[config.mk]
export PLATFORM = sky130hd
export DESIGN_NAME = pc_stack_unit
export DESIGN_NICKNAME = d
export VERILOG_FILES = /design/src/rtl/pc_stack_unit.sv
export SDC_FILE = /design/constraint.sdc
export NUM_CORES = 1
export LEC_CHECK = 0
export BUFFER_PORTS_ARGS = -buffer_cell sky130_fd_sc_hd__buf_4
export CAP_MARGIN = 20
export CELL_PAD_IN_SITES_DETAIL_PLACEMENT = 1
export CELL_PAD_IN_SITES_GLOBAL_PLACEMENT = 1
export CORE_ASPECT_RATIO = 0.9
export CORE_MARGIN = 5
export CORE_UTILIZATION = 47
export CTS_CLUSTER_SIZE = 20
export DETAILED_ROUTE_END_ITERATION = 10
export PLACE_DENSITY = 0.81
export SYNTH_ARGS = -nofsm -noshare
export SYNTH_HDL_FRONTEND = slang
export SYNTH_SLANG_ARGS = --single-unit
[constraint.sdc]
create_clock -name clk -period 3.46 [get_ports clk]
set_clock_uncertainty 0.05 [all_clocks]
set_input_delay 0.519 -clock clk [delete_from_list [all_inputs] [get_ports clk]]
set_output_delay 0.519 -clock clk [all_outputs]
set_load 0.005 [all_outputs]
[src/rtl/pc_stack_unit.sv]
module pc_stack_unit #(
  parameter int PC_W  = 13,
  parameter int PG_W  = 2,
  parameter int DEPTH = 8
) (
  input  logic                 clk,
  input  logic                 rst_n,
  input  logic [2:0]           op,
  input  logic [PC_W-PG_W-1:0] offset,
  input  logic                 cond,
  input  logic [PC_W-1:0]      vector,
  input  logic                 page_we,
  input  logic [PG_W-1:0]      page_sel,
  output logic [PC_W-1:0]      pc
);
  localparam int SP_W = $clog2(DEPTH);
  localparam logic [2:0] OP_NEXT = 3'd0, OP_JUMP = 3'd1, OP_CALL = 3'd2,
                         OP_BR   = 3'd3, OP_INT  = 3'd4, OP_RET  = 3'd5;

  logic [PC_W-1:0] pc_q, pc_d, push_val;
  logic [PG_W-1:0] page_q;
  logic [SP_W-1:0] sp;
  logic [PC_W-1:0] ring [DEPTH];
  logic            push, pop;

  wire [PC_W-1:0] pc_inc  = pc_q + 1'b1;
  wire [PC_W-1:0] far_tgt = {page_q, offset};
  wire [PC_W-1:0] br_tgt  = {pc_q[PC_W-1 -: PG_W], offset};
  wire [SP_W-1:0] sp_dn   = sp - 1'b1;

  assign push     = (op == OP_CALL) || (op == OP_INT);
  assign pop      = (op == OP_RET);
  assign push_val = (op == OP_CALL) ? pc_inc : pc_q;
  assign pc       = pc_q;

  always_comb begin
    case (op)
      OP_NEXT: pc_d = pc_inc;
      OP_JUMP,
      OP_CALL: pc_d = far_tgt;
      OP_BR:   pc_d = cond ? br_tgt : pc_inc;
      OP_INT:  pc_d = vector;
      OP_RET:  pc_d = ring[sp_dn];
      default: pc_d = pc_q;
    endcase
  end

  always_ff @(posedge clk or negedge rst_n) begin
    if (!rst_n) begin
      pc_q   <= '0;
      page_q <= '0;
      sp     <= '0;
    end else begin
      pc_q <= pc_d;
      if (page_we) page_q <= page_sel;
      if (push)     sp <= sp + 1'b1;
      else if (pop) sp <= sp_dn;
    end
  end

  for (genvar i = 0; i < DEPTH; i++) begin : g_slot
    always_ff @(posedge clk or negedge rst_n) begin
      if (!rst_n)                       ring[i] <= '0;
      else if (push && sp == SP_W'(i))  ring[i] <= push_val;
    end
  end

  assert_reset_R1: assert property (@(posedge clk) !rst_n |-> pc == '0);
  assert_advance_R2: assert property (@(posedge clk) disable iff (!rst_n)
    op == OP_NEXT |=> pc == $past(pc) + 1'b1);
  assert_jump_page_R3: assert property (@(posedge clk) disable iff (!rst_n)
    op == OP_JUMP |=> pc == {$past(page_q), $past(offset)});
  assert_page_load_R4: assert property (@(posedge clk) disable iff (!rst_n)
    page_we |=> page_q == $past(page_sel));
  assert_branch_page_R6: assert property (@(posedge clk) disable iff (!rst_n)
    (op == OP_BR && cond) |=> pc[PC_W-1 -: PG_W] == $past(pc[PC_W-1 -: PG_W]));
  assert_vector_R7: assert property (@(posedge clk) disable iff (!rst_n)
    op == OP_INT |=> pc == $past(vector));
  assert_hold_R11: assert property (@(posedge clk) disable iff (!rst_n)
    op[2:1] == 2'b11 |=> $stable(pc));
endmodule

==> results.sh, run 1 <==
export IMPL_cts_max_path_buffers=2
export IMPL_utilization_pct=56.6
export IMPL_cts_buffers=17
export IMPL_worst_pin_slew_ns=0.994
export IMPL_drtIter0Drc=331
export IMPL_max_vdd_ir_drop_v=0.000486
export IMPL_intPower_uw=4280
export IMPL_synth_warnings=0
export IMPL_cts_setup_buffers=0
export IMPL_grt_setup_unrepaired="false"
export IMPL_hold_viol=0
export IMPL_synth_edf_count=0
export IMPL_final_cells=840
export IMPL_yosysUniqueCellTypes=54
export IMPL_n_antenna_cell=0
export IMPL_avgViaCountPerCell=6.14
export IMPL_fmax_ghz=0.368
export IMPL_syn2layout_area_growth_pct=16.5
export IMPL_clk_latency_ns=0.42
export IMPL_min_path_type="in -> reg"
export IMPL_netlist_instances=628
export IMPL_cts_hold_buf=1
export IMPL_yosysSeqAreaShare_pct=49.0
export IMPL_drcViolationCount=0
export IMPL_ios=46
export IMPL_place_inst=806
export IMPL_power_frac_comb_pct=36.3
export IMPL_final_nets=704
export IMPL_tns_ns=0
export IMPL_routabilityCongestion=0.891
export IMPL_outcome="finished clean"
export IMPL_drv_cap=0
export IMPL_synth_nets=669
export IMPL_cts_max_level=4
export IMPL_grt_pass1_vias=5704
export IMPL_seq_area_mm2=0.00305
export IMPL_antenna_found_initial=0
export IMPL_die_x_um=131
export IMPL_drv_slew=0
export IMPL_required_ns=3.71
export IMPL_hpwl_um=13000
export IMPL_yosys_area_top_type_share_pct=49.0
export IMPL_synth_ff_type="dfrtp_1"
export IMPL_grt_usage_pct=25.8
export IMPL_period_minus_slack_ns=2.72
export IMPL_worst_path_max_fanout=11
export IMPL_relSlewSlack_pct=33.7
export IMPL_cts_clk_slew_worst_paths_ns=0.06
export IMPL_first_pass_iters=7
export IMPL_async_flop_share_pct=100
export IMPL_num_rows=39
export IMPL_cts_tree="done"
export IMPL_place_port_buffers=45
export IMPL_core_mm2=0.0128
export IMPL_multiInputGateArea_mm2=0.00286
export IMPL_setup_ws_ns=0.744
export IMPL_seqPwrFrac_pct=37.1
export IMPL_p_clk_share_pct=26.7
export IMPL_root_buffer="clkbuf_16"
export IMPL_end_kind="flip-flop"
export IMPL_layout_common_cells="121 x dfrtp_1, 89 x nand2_1, 88 x o21ai_0"
export IMPL_synth_area_mm2=0.00623
export IMPL_wl_per_cell_um=23.3
export IMPL_p_leak_uw=0.00316
export IMPL_holdWs_ns=0.276
export IMPL_switchingPower_uw=2580
export IMPL_worstSetupPathType="reg -> reg"
export IMPL_dieArea_mm2=0.0157
export IMPL_cts_resized=0
export IMPL_synth_ff_latch_count=122
export IMPL_overflow=0
export IMPL_switching_share_pct=37.6
export IMPL_avgSynthCellArea_um2=9.92
export IMPL_crit_path_start_kind="flip-flop"
export IMPL_grt_max_degree=102
export IMPL_fillerInstances=1415
export IMPL_final_common_cell="dfrtp_1"
export IMPL_pre_cts_ws_ns=0.768
export IMPL_drive_above_1_share_pct=19.4
export IMPL_antenna_left=0
export IMPL_via_count=5155
export IMPL_yosys_area_top_type="dfrtp_1"
export IMPL_grt_pass1_wl_um=31900
export IMPL_powerDensity_mw_per_mm2=944
export IMPL_finalCritPeriodShare_pct=78.5
export IMPL_clock_sinks=122
export IMPL_synthTopCellsByArea="dfrtp_1 49%, mux4_2 9.4%, o21ai_0 7.1%"
export IMPL_die_h_um=119
export IMPL_setup_viol=0
export IMPL_cp_arrival_ns=2.97
export IMPL_drt_total_wl_um=19600
export IMPL_start_util_pct=48.5
[final timing paths]
path | startpoint | endpoint | slack [ns] | depth (start not counted)
worst max-delay path | sp[1]$_DFFE_PN0P_ | pc[2]$_DFFE_PN0P_ | 0.74 | 9
worst min-delay path | page_sel[0] | page_q[0]$_DFFE_PN0P_ | 0.28 | 2
worst max register to register | sp[1]$_DFFE_PN0P_ | pc[2]$_DFFE_PN0P_ | 0.74 | 9
worst min register to register | ring[98]$_DFFE_PN0P_ | ring[98]$_DFFE_PN0P_ | 0.42 | 2
max in group asynchronous | rst_n | ring[69]$_DFFE_PN0P_ | 2.01 | 3
min in group asynchronous | rst_n | ring[52]$_DFFE_PN0P_ | 0.49 | 2
[synth_stat cells, types with 2 or more instances]
library cell and n:
o2111ai_1 7, a32oi_1 3, xnor2_1 10, nor3_1 3, nor2b_1 3, nand3_1 34, o22ai_1 3, and3_1 3
a31oi_1 3, nand4_1 3, nor2_1 51, buf_6 4, o21ai_0 88, a21oi_1 56, nand2_1 89, o211ai_1 9
clkbuf_1 17, mux4_2 26, a22o_1 2, and2_1 3, buf_4 2, buf_2 19, dfrtp_1 122, xnor2_2 3
nor4_1 5, clkbuf_8 3, mux2_2 3, ha_1 8, nor3_2 2, xor2_1 3, nand2b_1 4, a2bb2oi_1 2
inv_1 14
[stage by stage]
stage | instance area (um^2) | total power, uW
after floorplan | 6230 | 4130
after global placement | 6630 | 4720
after detailed placement | 6640 | 4960
after CTS | 7250 | 6890
after global routing | 7260 | 7260
final | 7260 | 6850
[worst max-delay path, stage by stage (launching register included)]
cell and delay (ns):
dfrtp_1 0.39, inv_1 0.12, ha_1 0.54, buf_4 0.25, buf_4 0.24, mux4_2 0.38, nand3_1 0.13, o2111ai_1 0.15
o21ai_0 0.23, a21oi_1 0.10
[cells by family after synthesis]
logic type	synth area share, %
flops	49.0
fa+ha+maj	1.61
simple gates	14.9
xor+xnor	2.61
buf+inv	5.08
mux	10.1
compound gates	16.7
[metal layers]
metal / share of wire, % / global-route usage (%) / vias to the layer above
li1: - / - / 2315
met1: 40 / 32.2 / 2653
met2: 52 / 44.3 / 148
met3: 5.2 / 5.31 / 39
met4: 2.3 / 9.96 / 0
met5: 0 / 0 / -
[registers in the layout (all words and copies together), names as in the netlist]
name    flops
ring      104
pc         13
sp          3
page_q      2
[layout make-up]
cell class                 count  area share (%)
tap                          164            2.83
clock buffer                  17            5.86
clock inverter                15            2.46
multi-input combinational    446            39.4
inverter                      14           0.724
timing repair buffer          62            6.67
sequential                   122            42.1
[power groups by stage]
stage,Sequential [uW],Clock (uW),Combinational (uW)
2_1_floorplan,2360,0,1770
3_3_place_gp,2460,0,2260
3_5_place_dp,2540,0,2430
4_1_cts,2530,1860,2500
5_1_grt,2610,1920,2720
6_report,2540,1830,2480
Power figures use the tool's default switching activity.
==> run 2: changes to the inputs <==
CORE_UTILIZATION = 43   (was 47)
PLACE_DENSITY = 0.78   (was 0.81)
clock period = 2.2 ns   (was 3.46 ns; I/O delays follow)
==> run 2 against run 1 <==
Against the previous run:
- count of clock-buffer cells in the layout up 2
- non-clock buffer count up 28
- combinational power up 73%
- global-route usage down 0.91 points
- final cell count up 6.7%
- register-to-register slack worse by 0.69 ns
- core utilization down 2.8 points
- critical endpoint is now ring[25]$_DFFE_PN0P_
- sequential cell count unchanged
- final area up 4.4%
- largest power group is now combinational cells
==> results.sh, run 2 (synthesis results as in run 1) <==
export IMPL_grt_pass1_wl_um=31500
export IMPL_drive_above_1_share_pct=23.6
export IMPL_holdWs_ns=0.100
export IMPL_relSlewSlack_pct=53.3
export IMPL_crit_path_start_kind="flip-flop"
export IMPL_cts_max_path_buffers=2
export IMPL_crit_cells=7
export IMPL_final_common_cell="dfrtp_1"
export IMPL_cts_max_level=4
export IMPL_regMostFlops="ring"
export IMPL_worstSetupPathType="reg -> reg"
export IMPL_n_antenna_cell=0
export IMPL_min_path_type="in -> reg"
export IMPL_root_buffer="clkbuf_16"
export IMPL_worst_pin_slew_ns=0.696
export IMPL_avgViaCountPerCell=5.94
export IMPL_core_mm2=0.0141
export IMPL_die_x_um=137
export IMPL_num_rows=41
export IMPL_die_h_um=124
export IMPL_drv_cap=0
export IMPL_powerDensity_mw_per_mm2=1440
export IMPL_drcViolationCount=0
export IMPL_clock_sinks=122
export IMPL_antenna_left=0
export IMPL_required_ns=2.47
export IMPL_grt_max_degree=52
export IMPL_syn2layout_area_growth_pct=21.7
export IMPL_cp_arrival_ns=2.43
export IMPL_first_pass_iters=4
export IMPL_drtIter0Drc=455
export IMPL_tns_ns=0
export IMPL_cts_buffers=17
export IMPL_start_util_pct=44.2
export IMPL_r2r_cells=7
export IMPL_fmax_ghz=0.465
export IMPL_grt_usage_pct=24.9
export IMPL_ios=46
export IMPL_drt_total_wl_um=20200
export IMPL_end_kind="flip-flop"
export IMPL_final_nets=732
export IMPL_p_leak_uw=0.00330
export IMPL_crit_chain="ha_1, nand3_1, nor4_1, nand2_1, xor2_1, buf_4, o21ai_0"
export IMPL_critPathMaxStageDelay_ns=0.45
export IMPL_grt_pass1_vias=5718
export IMPL_drv_slew=0
export IMPL_outcome="finished clean"
export IMPL_dieArea_mm2=0.0170
export IMPL_via_count=5326
export IMPL_postPlaceCellArea_mm2=0.00693
export IMPL_setup_viol=0
export IMPL_holdPathStages=2
export IMPL_worst_path_max_fanout=8
export IMPL_largest_reg_flops=104
export IMPL_hpwl_um=13300
export IMPL_slowest_stage="dfrtp_1"
export IMPL_place_port_buffers=45
export IMPL_finalCritPeriodShare_pct=97.8
export IMPL_cts_tree="done"
export IMPL_routabilityCongestion=0.906
export IMPL_clk_latency_ns=0.42
export IMPL_final_cell_area_mm2=0.00758
export IMPL_max_vdd_ir_drop_v=0.000709
export IMPL_grt_setup_unrepaired="true"
export IMPL_hold_viol=0
export IMPL_period_minus_slack_ns=2.15
export IMPL_layout_common_cells="121 x dfrtp_1, 89 x nand2_1, 87 x o21ai_0"
export IMPL_overflow=0
export IMPL_wl_per_cell_um=22.6
export IMPL_crit_family="simple AND/OR/NAND/NOR gates"
export IMPL_critPathBufInv=1
export IMPL_cts_clk_slew_worst_paths_ns=0.06
export IMPL_antenna_found_initial=0
run 2: changes by cell type in the layout (fill, tap and decap cells not counted), moves of 2 or more:
cell        delta
clkinv_2       +5
clkinvlp_4     +2
buf_12         +6
inv_1          -2
nor4_2         +3
xnor2_1        -2
nor4_1         -3
inv_8          -3
inv_6          -6
buf_4         +22
run 2: worst register-to-register path, cell delays in order (launching register included):
cell	delay, ns
dfrtp_1	0.45
ha_1	0.29
nand3_1	0.18
nor4_1	0.43
nand2_1	0.13
xor2_1	0.16
buf_4	0.17
o21ai_0	0.20
run 2: per-layer routing:
layer / GRT usage, % / up-vias / wire length (um)
li1: - / 2357 / -
met2: 42.1 / 138 / 10300
met1: 30.6 / 2776 / 8320
met4: 12.0 / 0 / 839
met3: 5.09 / 55 / 761
met5: 0 / - / 0
run 2: final cells by class:
class,instances,area [um^2]
timing repair buffer,90,763
sequential,122,3050
tap,193,241
inverter,14,55.1
fill,1584,6520
multi-input combinational,446,2920
clock inverter,12,103
clock buffer,19,443
run 2: timing repair:
action	CTS	global route
resized for setup	3	6
pin swaps	1	1
setup buffers	3	3
endpoints found under the setup margin	2	34
endpoints found under the hold margin	34	0
hold buffers	1	0
run 2: path summary, 6_finish.rpt:
| check | start | end | slack (ns) |
|---|---|---|---|
| min reg2reg | ring[100]$_DFFE_PN0P_ | ring[100]$_DFFE_PN0P_ | 0.43 |
| max reg2reg | pc[1]$_DFFE_PN0P_ | ring[25]$_DFFE_PN0P_ | 0.05 |
| min in group asynchronous | rst_n | ring[94]$_DFFE_PN0P_ | 0.36 |
| min | page_sel[0] | page_q[0]$_DFFE_PN0P_ | 0.10 |
| max | pc[1]$_DFFE_PN0P_ | ring[25]$_DFFE_PN0P_ | 0.05 |
| max in group asynchronous | rst_n | ring[0]$_DFFE_PN0P_ | 1.11 |
run 2: report_power, final:
part | switching, uW | leakage, uW | internal (uW) | total, uW
logic | 2280 | 0.00155 | 2010 | 4290
clock network | 1050 | 0.000260 | 1560 | 2620
registers | 725 | 0.00150 | 3270 | 3990
total | 4050 | 0.00330 | 6850 | 10900
run 2: through the flow:
| step | setup WS [ns] | utilization [%] | instances | total power, uW |
|---|---|---|---|---|
| floorplan | 0.0144 | - | 628 | 6590 |
| global placement | 0.0689 | 49.2 | 858 | 7720 |
| detailed placement | -0.00190 | 49.2 | 858 | 8000 |
| CTS | 0.00968 | 53.4 | 893 | 10900 |
| global route | -0.121 | 53.8 | 896 | 11500 |
| finish | 0.0491 | 53.8 | 896 | 10900 |
